<file path="src/rtl/cfrf_pkg.sv">
package cfrf_pkg;
    localparam int CF_FIELDS = 8;
    localparam int CF_WIDTH  = 4;
    localparam int CF_NRD    = 3;
    localparam int CF_NWR    = 2;

    // Field 0 sits at the most significant end of the wide word.
    function automatic int fld_lsb(input int nf, input int fw, input int idx);
        return (nf - 1 - idx) * fw;
    endfunction
endpackage

</file>
<file path="src/rtl/cfrf_resolve.sv">
module cfrf_resolve
    import cfrf_pkg::*;
#(
    parameter int NF  = CF_FIELDS,
    parameter int FW  = CF_WIDTH,
    parameter int NWR = CF_NWR
) (
    input  logic               rst,
    input  logic [NF*FW-1:0]   cur,
    input  logic [NWR*NF-1:0]  nwr_sel,
    input  logic [NWR*FW-1:0]  nwr_data,
    input  logic [NF-1:0]      wwr_en,
    input  logic [NF*FW-1:0]   wwr_data,
    output logic [NF*FW-1:0]   nxt
);
    for (genvar i = 0; i < NF; i++) begin : g_fld
        localparam int LSB = fld_lsb(NF, FW, i);
        logic [FW-1:0] val;

        // Later assignments override earlier ones: ascending narrow
        // port number, then the wide port, then reset.
        always_comb begin
            val = cur[LSB +: FW];
            for (int j = 0; j < NWR; j++) begin
                if (nwr_sel[j*NF + i]) begin
                    val = nwr_data[j*FW +: FW];
                end
            end
            if (wwr_en[i]) begin
                val = wwr_data[LSB +: FW];
            end
            if (rst) begin
                val = '0;
            end
        end

        assign nxt[LSB +: FW] = val;
    end
endmodule

</file>
<file path="src/rtl/cfrf_rdmux.sv">
module cfrf_rdmux
    import cfrf_pkg::*;
#(
    parameter int NF = CF_FIELDS,
    parameter int FW = CF_WIDTH
) (
    input  logic [NF-1:0]    sel,
    input  logic [NF*FW-1:0] fields,
    output logic [FW-1:0]    data
);
    always_comb begin
        data = '0;
        for (int i = 0; i < NF; i++) begin
            if (sel[i]) begin
                data = data | fields[fld_lsb(NF, FW, i) +: FW];
            end
        end
    end
endmodule

</file>
<file path="src/rtl/cfrf_store.sv">
module cfrf_store
    import cfrf_pkg::*;
#(
    parameter int NF = CF_FIELDS,
    parameter int FW = CF_WIDTH
) (
    input  logic             clk,
    input  logic             rst,
    input  logic [NF*FW-1:0] d,
    output logic [NF*FW-1:0] q
);
    always_ff @(posedge clk) begin
        if (rst) begin
            q <= '0;
        end else begin
            q <= d;
        end
    end
endmodule

</file>
<file path="src/rtl/cfrf_top.sv">
module cfrf_top
    import cfrf_pkg::*;
#(
    parameter int NF  = CF_FIELDS,
    parameter int FW  = CF_WIDTH,
    parameter int NRD = CF_NRD,
    parameter int NWR = CF_NWR
) (
    input  logic               clk,
    input  logic               rst,
    input  logic [NRD*NF-1:0]  nrd_sel,
    output logic [NRD*FW-1:0]  nrd_data,
    input  logic [NWR*NF-1:0]  nwr_sel,
    input  logic [NWR*FW-1:0]  nwr_data,
    output logic [NF*FW-1:0]   wrd_data,
    input  logic [NF-1:0]      wwr_en,
    input  logic [NF*FW-1:0]   wwr_data
);
    localparam int WW = NF * FW;

    logic [WW-1:0] stored;
    logic [WW-1:0] merged;

    cfrf_resolve #(.NF(NF), .FW(FW), .NWR(NWR)) u_resolve (
        .rst      (rst),
        .cur      (stored),
        .nwr_sel  (nwr_sel),
        .nwr_data (nwr_data),
        .wwr_en   (wwr_en),
        .wwr_data (wwr_data),
        .nxt      (merged)
    );

    cfrf_store #(.NF(NF), .FW(FW)) u_store (
        .clk (clk),
        .rst (rst),
        .d   (merged),
        .q   (stored)
    );

    // Write-through: every read view is taken from the merged next value.
    assign wrd_data = merged;

    for (genvar k = 0; k < NRD; k++) begin : g_rd
        cfrf_rdmux #(.NF(NF), .FW(FW)) u_mux (
            .sel    (nrd_sel[k*NF +: NF]),
            .fields (merged),
            .data   (nrd_data[k*FW +: FW])
        );
    end
endmodule

</file>
<file path="config.mk">
export PLATFORM = sky130hd
export DESIGN_NAME = cfrf_top
export DESIGN_NICKNAME = d
export VERILOG_FILES = /design/src/rtl/cfrf_pkg.sv /design/src/rtl/cfrf_resolve.sv /design/src/rtl/cfrf_rdmux.sv /design/src/rtl/cfrf_store.sv /design/src/rtl/cfrf_top.sv
export SDC_FILE = /design/constraint.sdc
export NUM_CORES = 1
export LEC_CHECK = 0
export BUFFER_PORTS_ARGS = -buffer_cell sky130_fd_sc_hd__buf_2
export CORE_ASPECT_RATIO = 0.8
export CORE_MARGIN = 10
export CORE_UTILIZATION = 43
export CTS_CLUSTER_DIAMETER = 80
export CTS_CLUSTER_SIZE = 40
export DETAILED_ROUTE_END_ITERATION = 12
export GPL_ROUTABILITY_DRIVEN = 0
export GPL_TIMING_DRIVEN = 0
export PLACE_DENSITY = 0.77
export SLEW_MARGIN = 20
export SYNTH_ARGS = -nofsm -noshare
export SYNTH_HDL_FRONTEND = slang
export SYNTH_SLANG_ARGS = --single-unit
</file>
<file path="constraint.sdc">
create_clock -name clk -period 1.84 [get_ports clk]
set_input_delay 0.46 -clock clk [delete_from_list [all_inputs] [get_ports clk]]
set_output_delay 0.46 -clock clk [all_outputs]
set_load 0.005 [all_outputs]
</file>
Word level (Yosys, flattened, before mapping)
Index checks and enable logic that the tools add are counted.
{ "op_classes": {"n_mux": 56, "bitwise": 21} }
{ "ops": {"columns": ["cell", "n"], "rows": [
  ["4-bit 2-to-1 mux", 56],
  ["4-bit bitwise OR", 21]
]} }
{ "word_totals": {"regBits": 32, "input_bits": 90, "out_inout_bits": 44, "word_cells": 78} }

Logic depth before layout (Yosys ltp)
Gate-level depths: netlist of the first run.
{ "depth": {"word_depth": 19, "mapped_depth": 5, "ltp_nobuf": 4} }

Cells and area by module
Synthesis of the first run repeated with hierarchy kept, for this count alone.
{ "unflattened": {"cells_unflattened": 270, "hier_area_um2": 2521.2} }
{ "modules_own_cells": {"columns": ["mod", "instances", "cells_per_inst", "area_per_inst_um2", "seq_area_each_um2"], "rows": [
  ["cfrf_resolve", 1, 143, 1222.4, 0.0],
  ["cfrf_store", 1, 67, 863.3, 640.6],
  ["cfrf_rdmux", 3, 20, 145.1, 0.0]
]} }

Worst setup path after synthesis of the first run
No wires, ideal clock.
{ "synth_timing": {"kind": "input-to-output", "from": "input nwr_sel[6]", "to": "output nrd_data[8]", "arrival_ns": 1.468, "required_time_ns": 1.380, "slack_ns": -0.088, "cell_stages": 5, "path_buffers": 1, "cell_sequence": "buf_4 -> mux2i_2 -> a2111oi_4 -> a222oi_1 -> nand4_1"} }
{ "synth_between": {"elab_chain_len": 8} }
{ "synth_lines": {"columns": ["element", "line_no", "text"], "rows": [
  ["start: declaration", "cfrf_top.sv:13", "input logic [NWR*NF-1:0] nwr_sel,"],
  ["4-bit 2-to-1 mux (*) (2 in series)", "cfrf_resolve.sv:25", "if (nwr_sel[j*NF + i]) begin"],
  ["4-bit 2-to-1 mux (*)", "cfrf_resolve.sv:29", "if (wwr_en[i]) begin"],
  ["4-bit 2-to-1 mux (*)", "cfrf_resolve.sv:32", "if (rst) begin"],
  ["net wrd_data[4]", "cfrf_top.sv:15", "output logic [NF*FW-1:0] wrd_data,"],
  ["4-bit bitwise OR (*)", "cfrf_rdmux.sv:15", "data = data | fields[fld_lsb(NF, FW, i) +: FW];"],
  ["4-bit 2-to-1 mux (*)", "cfrf_rdmux.sv:14", "if (sel[i]) begin"],
  ["4-bit bitwise OR", "cfrf_rdmux.sv:15", null],
  ["4-bit 2-to-1 mux (*)", "cfrf_rdmux.sv:14", null],
  ["end: declaration", "cfrf_top.sv:12", "output logic [NRD*FW-1:0] nrd_data,"]
]} }
Mark *: on every way through the listed nets, which the timed path passes. The rest lies on a longest branch.

Final worst setup path of the first run
{ "layout_timing": {"from": "input nwr_data[7]", "to": "output nrd_data[11]"} }
{ "layout_between": {"elab_chain_len": 18, "word_cells_on_any_way": 39, "cone_classes": "mux (32); bitwise (7)"} }
{ "layout_lines": {"columns": ["element", "line_no", "text"], "rows": [
  ["start: declaration", "cfrf_top.sv:14", "input logic [NWR*FW-1:0] nwr_data,"],
  ["4-bit 2-to-1 mux", "cfrf_resolve.sv:25", null],
  ["4-bit 2-to-1 mux", "cfrf_resolve.sv:29", null],
  ["4-bit 2-to-1 mux", "cfrf_resolve.sv:32", null],
  ["4-bit 2-to-1 mux", "cfrf_rdmux.sv:14", null],
  ["4-bit bitwise OR", "cfrf_rdmux.sv:15", null],
  ["4-bit 2-to-1 mux", "cfrf_rdmux.sv:14", null],
  ["4-bit bitwise OR", "cfrf_rdmux.sv:15", null],
  ["4-bit 2-to-1 mux", "cfrf_rdmux.sv:14", null],
  ["(+2 left out)", null, null],
  ["4-bit bitwise OR", "cfrf_rdmux.sv:15", null],
  ["4-bit 2-to-1 mux", "cfrf_rdmux.sv:14", null],
  ["4-bit bitwise OR", "cfrf_rdmux.sv:15", null],
  ["4-bit 2-to-1 mux", "cfrf_rdmux.sv:14", null],
  ["4-bit bitwise OR", "cfrf_rdmux.sv:15", null],
  ["4-bit 2-to-1 mux", "cfrf_rdmux.sv:14", null],
  ["4-bit bitwise OR", "cfrf_rdmux.sv:15", null],
  ["4-bit 2-to-1 mux (*)", "cfrf_rdmux.sv:14", null]
]} }
Every way passes the cells marked *; elsewhere a longest branch is shown, timed or not.

==> results of run 1 <==
placed cells by master (no fill, tap or decap), types with 2 or more instances in the layout:
cell type / netlist / layout
a2111oi_0: 4 / 4
dfxtp_1: 32 / 22
buf_4: 4 / 29
and2b_2: 2 / 2
o21ai_1: 0 / 7
nor2b_2: 0 / 6
a22oi_2: 0 / 2
mux2i_1: 28 / 11
a2111oi_4: 4 / 8
clkbuf_8: 0 / 6
nor3b_2: 4 / 11
nor2b_4: 0 / 7
nor2_4: 0 / 8
nor3b_1: 21 / 6
clkbuf_1: 5 / 2
a22oi_1: 24 / 22
or2_1: 8 / 8
buf_2: 16 / 98
nor2_1: 8 / 3
buf_12: 0 / 13
and3b_1: 2 / 2
mux2i_4: 0 / 8
nor3b_4: 0 / 8
a222oi_1: 12 / 12
mux2i_2: 4 / 13
a221oi_2: 7 / 10
buf_8: 0 / 6
buf_6: 0 / 22
inv_1: 23 / 22
nand4_1: 12 / 12
a221oi_4: 1 / 14
and2b_1: 2 / 2
clkbuf_16: 0 / 4
and3b_2: 2 / 2
clkbuf_2: 5 / 3
dfxtp_2: 0 / 10
o21ai_0: 12 / 5
nor2b_1: 73 / 60
cells by family after synthesis:
logic type / after synthesis
AND/OR/NAND/NOR: 137
AO/OA/AOI/OAI: 84
buffers and inverters: 54
multiplexers: 32
flip-flops: 32
worst max-delay path, cell delays in order:
cell and delay (ns):
clkbuf_16 0.15, nor3b_4 0.25, a2111oi_4 0.10, a222oi_1 0.48, nand4_1 0.24, buf_2 0.19
power by group through the flow:
stage	logic, uW	clock network [uW]	registers [uW]
floorplan	570	0	778
global placement	884	0	781
detailed placement	905	0	782
CTS	1160	672	771
global route	1400	711	785
finish	1340	688	782
layer usage:
layer  part of all wire  wire (um)
met1               0.37       5520
met2               0.44       6540
met3               0.13       1990
met4              0.047        693
met5                  0          0
through the flow:
step                      TNS, ns  utilization  hold slack, ns
after floorplan           -0.0251            -           0.626
after global placement     -12.86        0.581           0.641
after detailed placement   -13.91        0.581           0.651
after CTS                   -4.89        0.730           0.531
after global routing        -8.51        0.789           0.525
final                       -7.08        0.789           0.528
synth_stat cells, drive strengths merged:
cell / instances / area, um^2
nor2b: 73 / 457
a22oi: 24 / 180
and3b: 4 / 37.5
o21ai: 12 / 60.1
buf: 21 / 114
or2: 8 / 50.1
and2b: 4 / 32.5
dfxtp: 32 / 641
a221oi: 24 / 272
a2111oi: 12 / 205
inv: 23 / 86.3
nor2: 11 / 48.8
mux2i: 32 / 335
nor3b: 25 / 208
a222oi: 12 / 120
nand4: 12 / 75.1
clkbuf: 10 / 43.8
layout make-up:
class / instances / area, um^2
clock buffers: 6 / 72.6
well taps: 84 / 105
fillers: 400 / 1380
flip-flops and latches: 32 / 653
clock inverters: 2 / 35.0
plain buffers: 31 / 474
inverters: 23 / 86.3
repair buffers: 147 / 968
multi-input cells: 253 / 2770
what timing repair did:
item,CTS,global route
buffers inserted,29,11
cloned,0,1
setup endpoints to repair,44,42
resized for setup,136,78
pin swaps,49,36
hold buffers,0,0
path summary, 6_finish.rpt:
| check | startpoint | end | slack, ns | depth (start not counted) |
|---|---|---|---|---|
| worst max-delay path | nwr_data[7] | nrd_data[11] | -0.50 | 6 |
| worst min-delay path | nwr_sel[10] | u_store.q[20]$_SDFF_PP0_ | 0.53 | 3 |
| worst max register to register | u_store.q[24]$_SDFF_PP0_ | u_store.q[24]$_SDFF_PP0_ | 0.57 | 5 |
| worst min register to register | u_store.q[10]$_SDFF_PP0_ | u_store.q[10]$_SDFF_PP0_ | 0.65 | 2 |
==> impl_metrics.tcl, run 1 <==
set metrics [dict create \
    status "finished with violations" \
    violations "negative setup slack" \
    synth_top_family_by_area "simple AND/OR/NAND/NOR gates" \
    hold_viol 0 \
    viasPerCell 6.43 \
    clock_latency_ns 0.30 \
    fin_skew_ns 0 \
    finalSetupViolations 43 \
    ant_nets 0 \
    min_period_over_period 1.27 \
    synth_fp_nets 429 \
    clock-root-buffer "clkbuf_8" \
    numCtsBuffers 5 \
    clkPwrFrac 0.245 \
    tightest_slew_ns 0.578 \
    max_freq_mhz 428 \
    path_clk_slew_ns 0.06 \
    grt-busiest-layer "met2" \
    max-clock-path-buffers 2 \
    p_comb_frac 0.477 \
    avgSynthCellArea_um2 8.75 \
    setup_ws_ns -0.496 \
    antenna_found_initial 0 \
    grt_use_total 0.239 \
    p_sw_uw 983 \
    cts_tree "yes" \
    yosys_warnings 0 \
    sw_frac_of_total 0.350 \
    peakVddDrop_mv 0.461 \
    synthAdderAreaFrac 0 \
    period_minus_slack_ns 2.34 \
    worstPathArrival_ns 1.88 \
    cp.required_ns 1.38 \
    relSlewSlack 0.615 \
    drcViolationCount 0 \
    leakage_uw 0.00216 \
    n_antenna_cell 0 \
    drt-initial-drc-count 775 \
    drtPass1Iterations 13 \
    largest_reg_flops 32 \
    dp_hpwl_um 9610 \
    htreeDepth 2 \
    synthSimpleGateAreaFrac 0.306 \
    finalPower_uw 2810 \
    core_area_um2 6540 \
    cts_sinks 32 \
    seq_power_share 0.278 \
    dp_cells 533 \
    grt_pass1_wl_um 20300 \
    layout-drive-gt1-share 0.593 \
    synthesis.area_um2 2970 \
    worstPathMaxFanout 7 \
    fp.dieW_um 113 \
    grt.overflow.total 0 \
    placed_area_um2 3800 \
    ys_ff_latch 32 \
    end_kind "primary output" \
    initial_core_util 0.454 \
    hp-class "input port to flop" \
    path_class "input port to primary output" \
    stdcell_count 578 \
    grt_max_degree 11 \
    use_met2 0.386 \
    rsz0062_at_grt "true" \
    num_vias 3717 \
    portBuffers 110 \
    area_growth_pct 74.1 \
    fin_nets 583 \
    synth_compound_area_frac 0.282 \
    synth_xor_area_frac 0 \
    pre_cts_slack_ns -0.620 \
    ys_seq_area_frac 0.216 \
    powerDensity_nw_per_um2 544 \
    top_regs "u_store.q: 32 flops" \
    wirelength_um 14700 \
    drv_cap 0 \
    cell_internal_pwr_uw 1830 \
    num_rows 26 \
    synth.area.mux_share 0.113 \
    final_area_um2 5160 \
    slew_violations 0 \
    grt_pass1_vias 3699 \
    met3_usage 0.0932 \
    synth_cell_type_count 29 \
    worstSetupStartpointType "input port" \
    post_drt_wl_per_cell_um 25.5 \
    io_pins 134 \
    die_y_um 94.3 \
    dieArea_um2 10600 \
    gr-usage-met1 0.281 \
    synthCells 339 \
    largest_register "u_store.q" \
]
(Power assumes the default switching activity.)
==> inputs of run 2 (changes only) <==
--- a/config.mk
+++ b/config.mk
@@ -7,7 +7,7 @@
 export LEC_CHECK = 0
 export BUFFER_PORTS_ARGS = -buffer_cell sky130_fd_sc_hd__buf_2
 export CORE_ASPECT_RATIO = 0.8
-export CORE_MARGIN = 10
+export CORE_MARGIN = 2
 export CORE_UTILIZATION = 43
 export CTS_CLUSTER_DIAMETER = 80
 export CTS_CLUSTER_SIZE = 40
@@ -19,3 +19,4 @@
 export SYNTH_ARGS = -nofsm -noshare
 export SYNTH_HDL_FRONTEND = slang
 export SYNTH_SLANG_ARGS = --single-unit
+export TNS_END_PERCENT = 10
==> impl_metrics.tcl, run 2 (synthesis gave the netlist of run 1 again) <==
set metrics [dict create \
    ant_nets 0 \
    core_area_um2 6790 \
    critPathLaunch "nwr_sel[2]" \
    slew_violations 0 \
    cts_tree "yes" \
    hold_viol 0 \
    initial_core_util 0.437 \
    gr-usage-met1 0.388 \
    tightest_slew_ns 0.539 \
    end_kind "primary output" \
    hold_slack_ns 0.581 \
    worstPathMaxFanout 5 \
    dieArea_um2 7580 \
    relSlewSlack 0.632 \
    finalPower_uw 2520 \
    fillCellCount 548 \
    path_cells "buf_4 > mux2i_1 > a221oi_4 > a222oi_1 > nand4_1 > buf_2" \
    clock-root-buffer "clkbuf_8" \
    finalSetupViolations 37 \
    die_y_um 78.3 \
    area_growth_pct 49.8 \
    max_freq_mhz 452 \
    hp-class "input port to flop" \
    antenna_found_initial 0 \
    top_regs "u_store.q: 32 flops" \
    dp_hpwl_um 8300 \
    grt_max_degree 11 \
    drv_cap 0 \
    ctsHoldBuffers 0 \
    leakage_uw 0.00185 \
    reg2regPathDepth 4 \
    cp.required_ns 1.38 \
    final_area_um2 4440 \
    grt_pass1_wl_um 17100 \
    num_vias 3399 \
    htreeDepth 2 \
    reg2reg_from "u_store.q[24]$_SDFF_PP0_" \
    cts_sinks 32 \
    fp.dieW_um 96.8 \
    use_met2 0.449 \
    drtPass1Iterations 5 \
    final_common_cell "buf_2" \
    setup_ws_ns -0.374 \
    met3_usage 0.0677 \
    fin_util 0.654 \
    reg2reg_slack_ns 0.64 \
    path_class "input port to primary output" \
    drt-initial-drc-count 601 \
    grt-busiest-layer "met2" \
    layout-drive-gt1-share 0.469 \
    worstSetupStartpointType "input port" \
    viasPerCell 6.20 \
    critPathCapture "nrd_data[6]" \
    period_minus_slack_ns 2.21 \
    drcViolationCount 0 \
    max_stage_delay_ns 0.38 \
    numCtsBuffers 5 \
    critPathSlowestCell "a222oi_1" \
    max-clock-path-buffers 2 \
    grt_use_total 0.287 \
    min_period_over_period 1.20 \
    num_rows 27 \
    fin_skew_ns 0 \
    clock_latency_ns 0.28 \
    io_pins 134 \
    rsz0062_at_grt "true" \
    status "finished with violations" \
    violations "negative setup slack" \
    powerDensity_nw_per_um2 567 \
    grt.overflow.total 0 \
    path_clk_slew_ns 0.07 \
    largest_register "u_store.q" \
    post_drt_wl_per_cell_um 20.3 \
    layout_common_cells "buf_2 (108), nor2b_1 (73), dfxtp_1 (31)" \
    wirelength_um 11100 \
    worstReg2RegEnd "u_store.q[24]$_SDFF_PP0_" \
    placed_area_um2 3790 \
    largest_reg_flops 32 \
    peakVddDrop_mv 0.282 \
    hold_start "wwr_en[6]" \
    pre_cts_slack_ns -0.620 \
    fin_nets 550 \
    n_antenna_cell 0 \
    portBuffers 110 \
    grt_pass1_vias 3258 \
    worstPathArrival_ns 1.75 \
]
[run 2: cell type report]
| type | count | area (um^2) | area share |
|---|---|---|---|
| multi-input cells | 253 | 2540 | 0.571 |
| flip-flops and latches | 32 | 642 | 0.144 |
| repair buffers | 114 | 614 | 0.138 |
| plain buffers | 31 | 347 | 0.0780 |
| well taps | 87 | 109 | 0.0245 |
| inverters | 23 | 86.3 | 0.0194 |
| clock buffers | 6 | 72.6 | 0.0163 |
| clock inverters | 2 | 35.0 | 0.00789 |
[run 2: what timing repair did]
action                                  in CTS  in global routing
endpoints found under the setup margin      44                 44
buffers inserted                             6                  0
resized for setup                           78                 27
pin swaps                                   25                 15
[run 2: stage by stage]
| stage | TNS (ns) | cells |
|---|---|---|
| 6_report | -5.95 | 548 |
| 5_1_grt | -8.14 | 548 |
| 4_1_cts | -5.56 | 549 |
| 3_5_place_dp | -17.56 | 536 |
| 3_3_place_gp | -17.50 | 536 |
| 2_1_floorplan | -0.0386 | 339 |
[run 2: metal layers]
metal / vias to the layer above / share of wire
met5: - / 0
li1: 1523 / -
met1: 1580 / 0.41
met2: 247 / 0.44
met3: 49 / 0.11
met4: 0 / 0.034
[run 2: worst min-delay path by stage]
stage / end / slack [ns] / cells past startpoint
floorplan: u_store.q[4]$_SDFF_PP0_ / 0.63 / 2
global placement: u_store.q[9]$_SDFF_PP0_ / 0.64 / 2
finish: u_store.q[4]$_SDFF_PP0_ / 0.58 / 3
global route: u_store.q[4]$_SDFF_PP0_ / 0.59 / 3
CTS: u_store.q[4]$_SDFF_PP0_ / 0.57 / 3
detailed placement: u_store.q[10]$_SDFF_PP0_ / 0.65 / 2
[run 2: critical path, delay by kind of cell]
kind	cells	cell delay (ns)
buffers and inverters	2	0.30
multiplexers	1	0.30
AO/OA/AOI/OAI	2	0.52
AND/OR/NAND/NOR	1	0.18
[run 2: power breakdown]
group          switching [uW]  total, uW  leakage (uW)  internal (uW)
Clock                     273        675     0.0000552            402
Sequential               20.5        770      0.000267            750
Combinational             566       1080       0.00153            509
Total                     860       2520       0.00185           1660
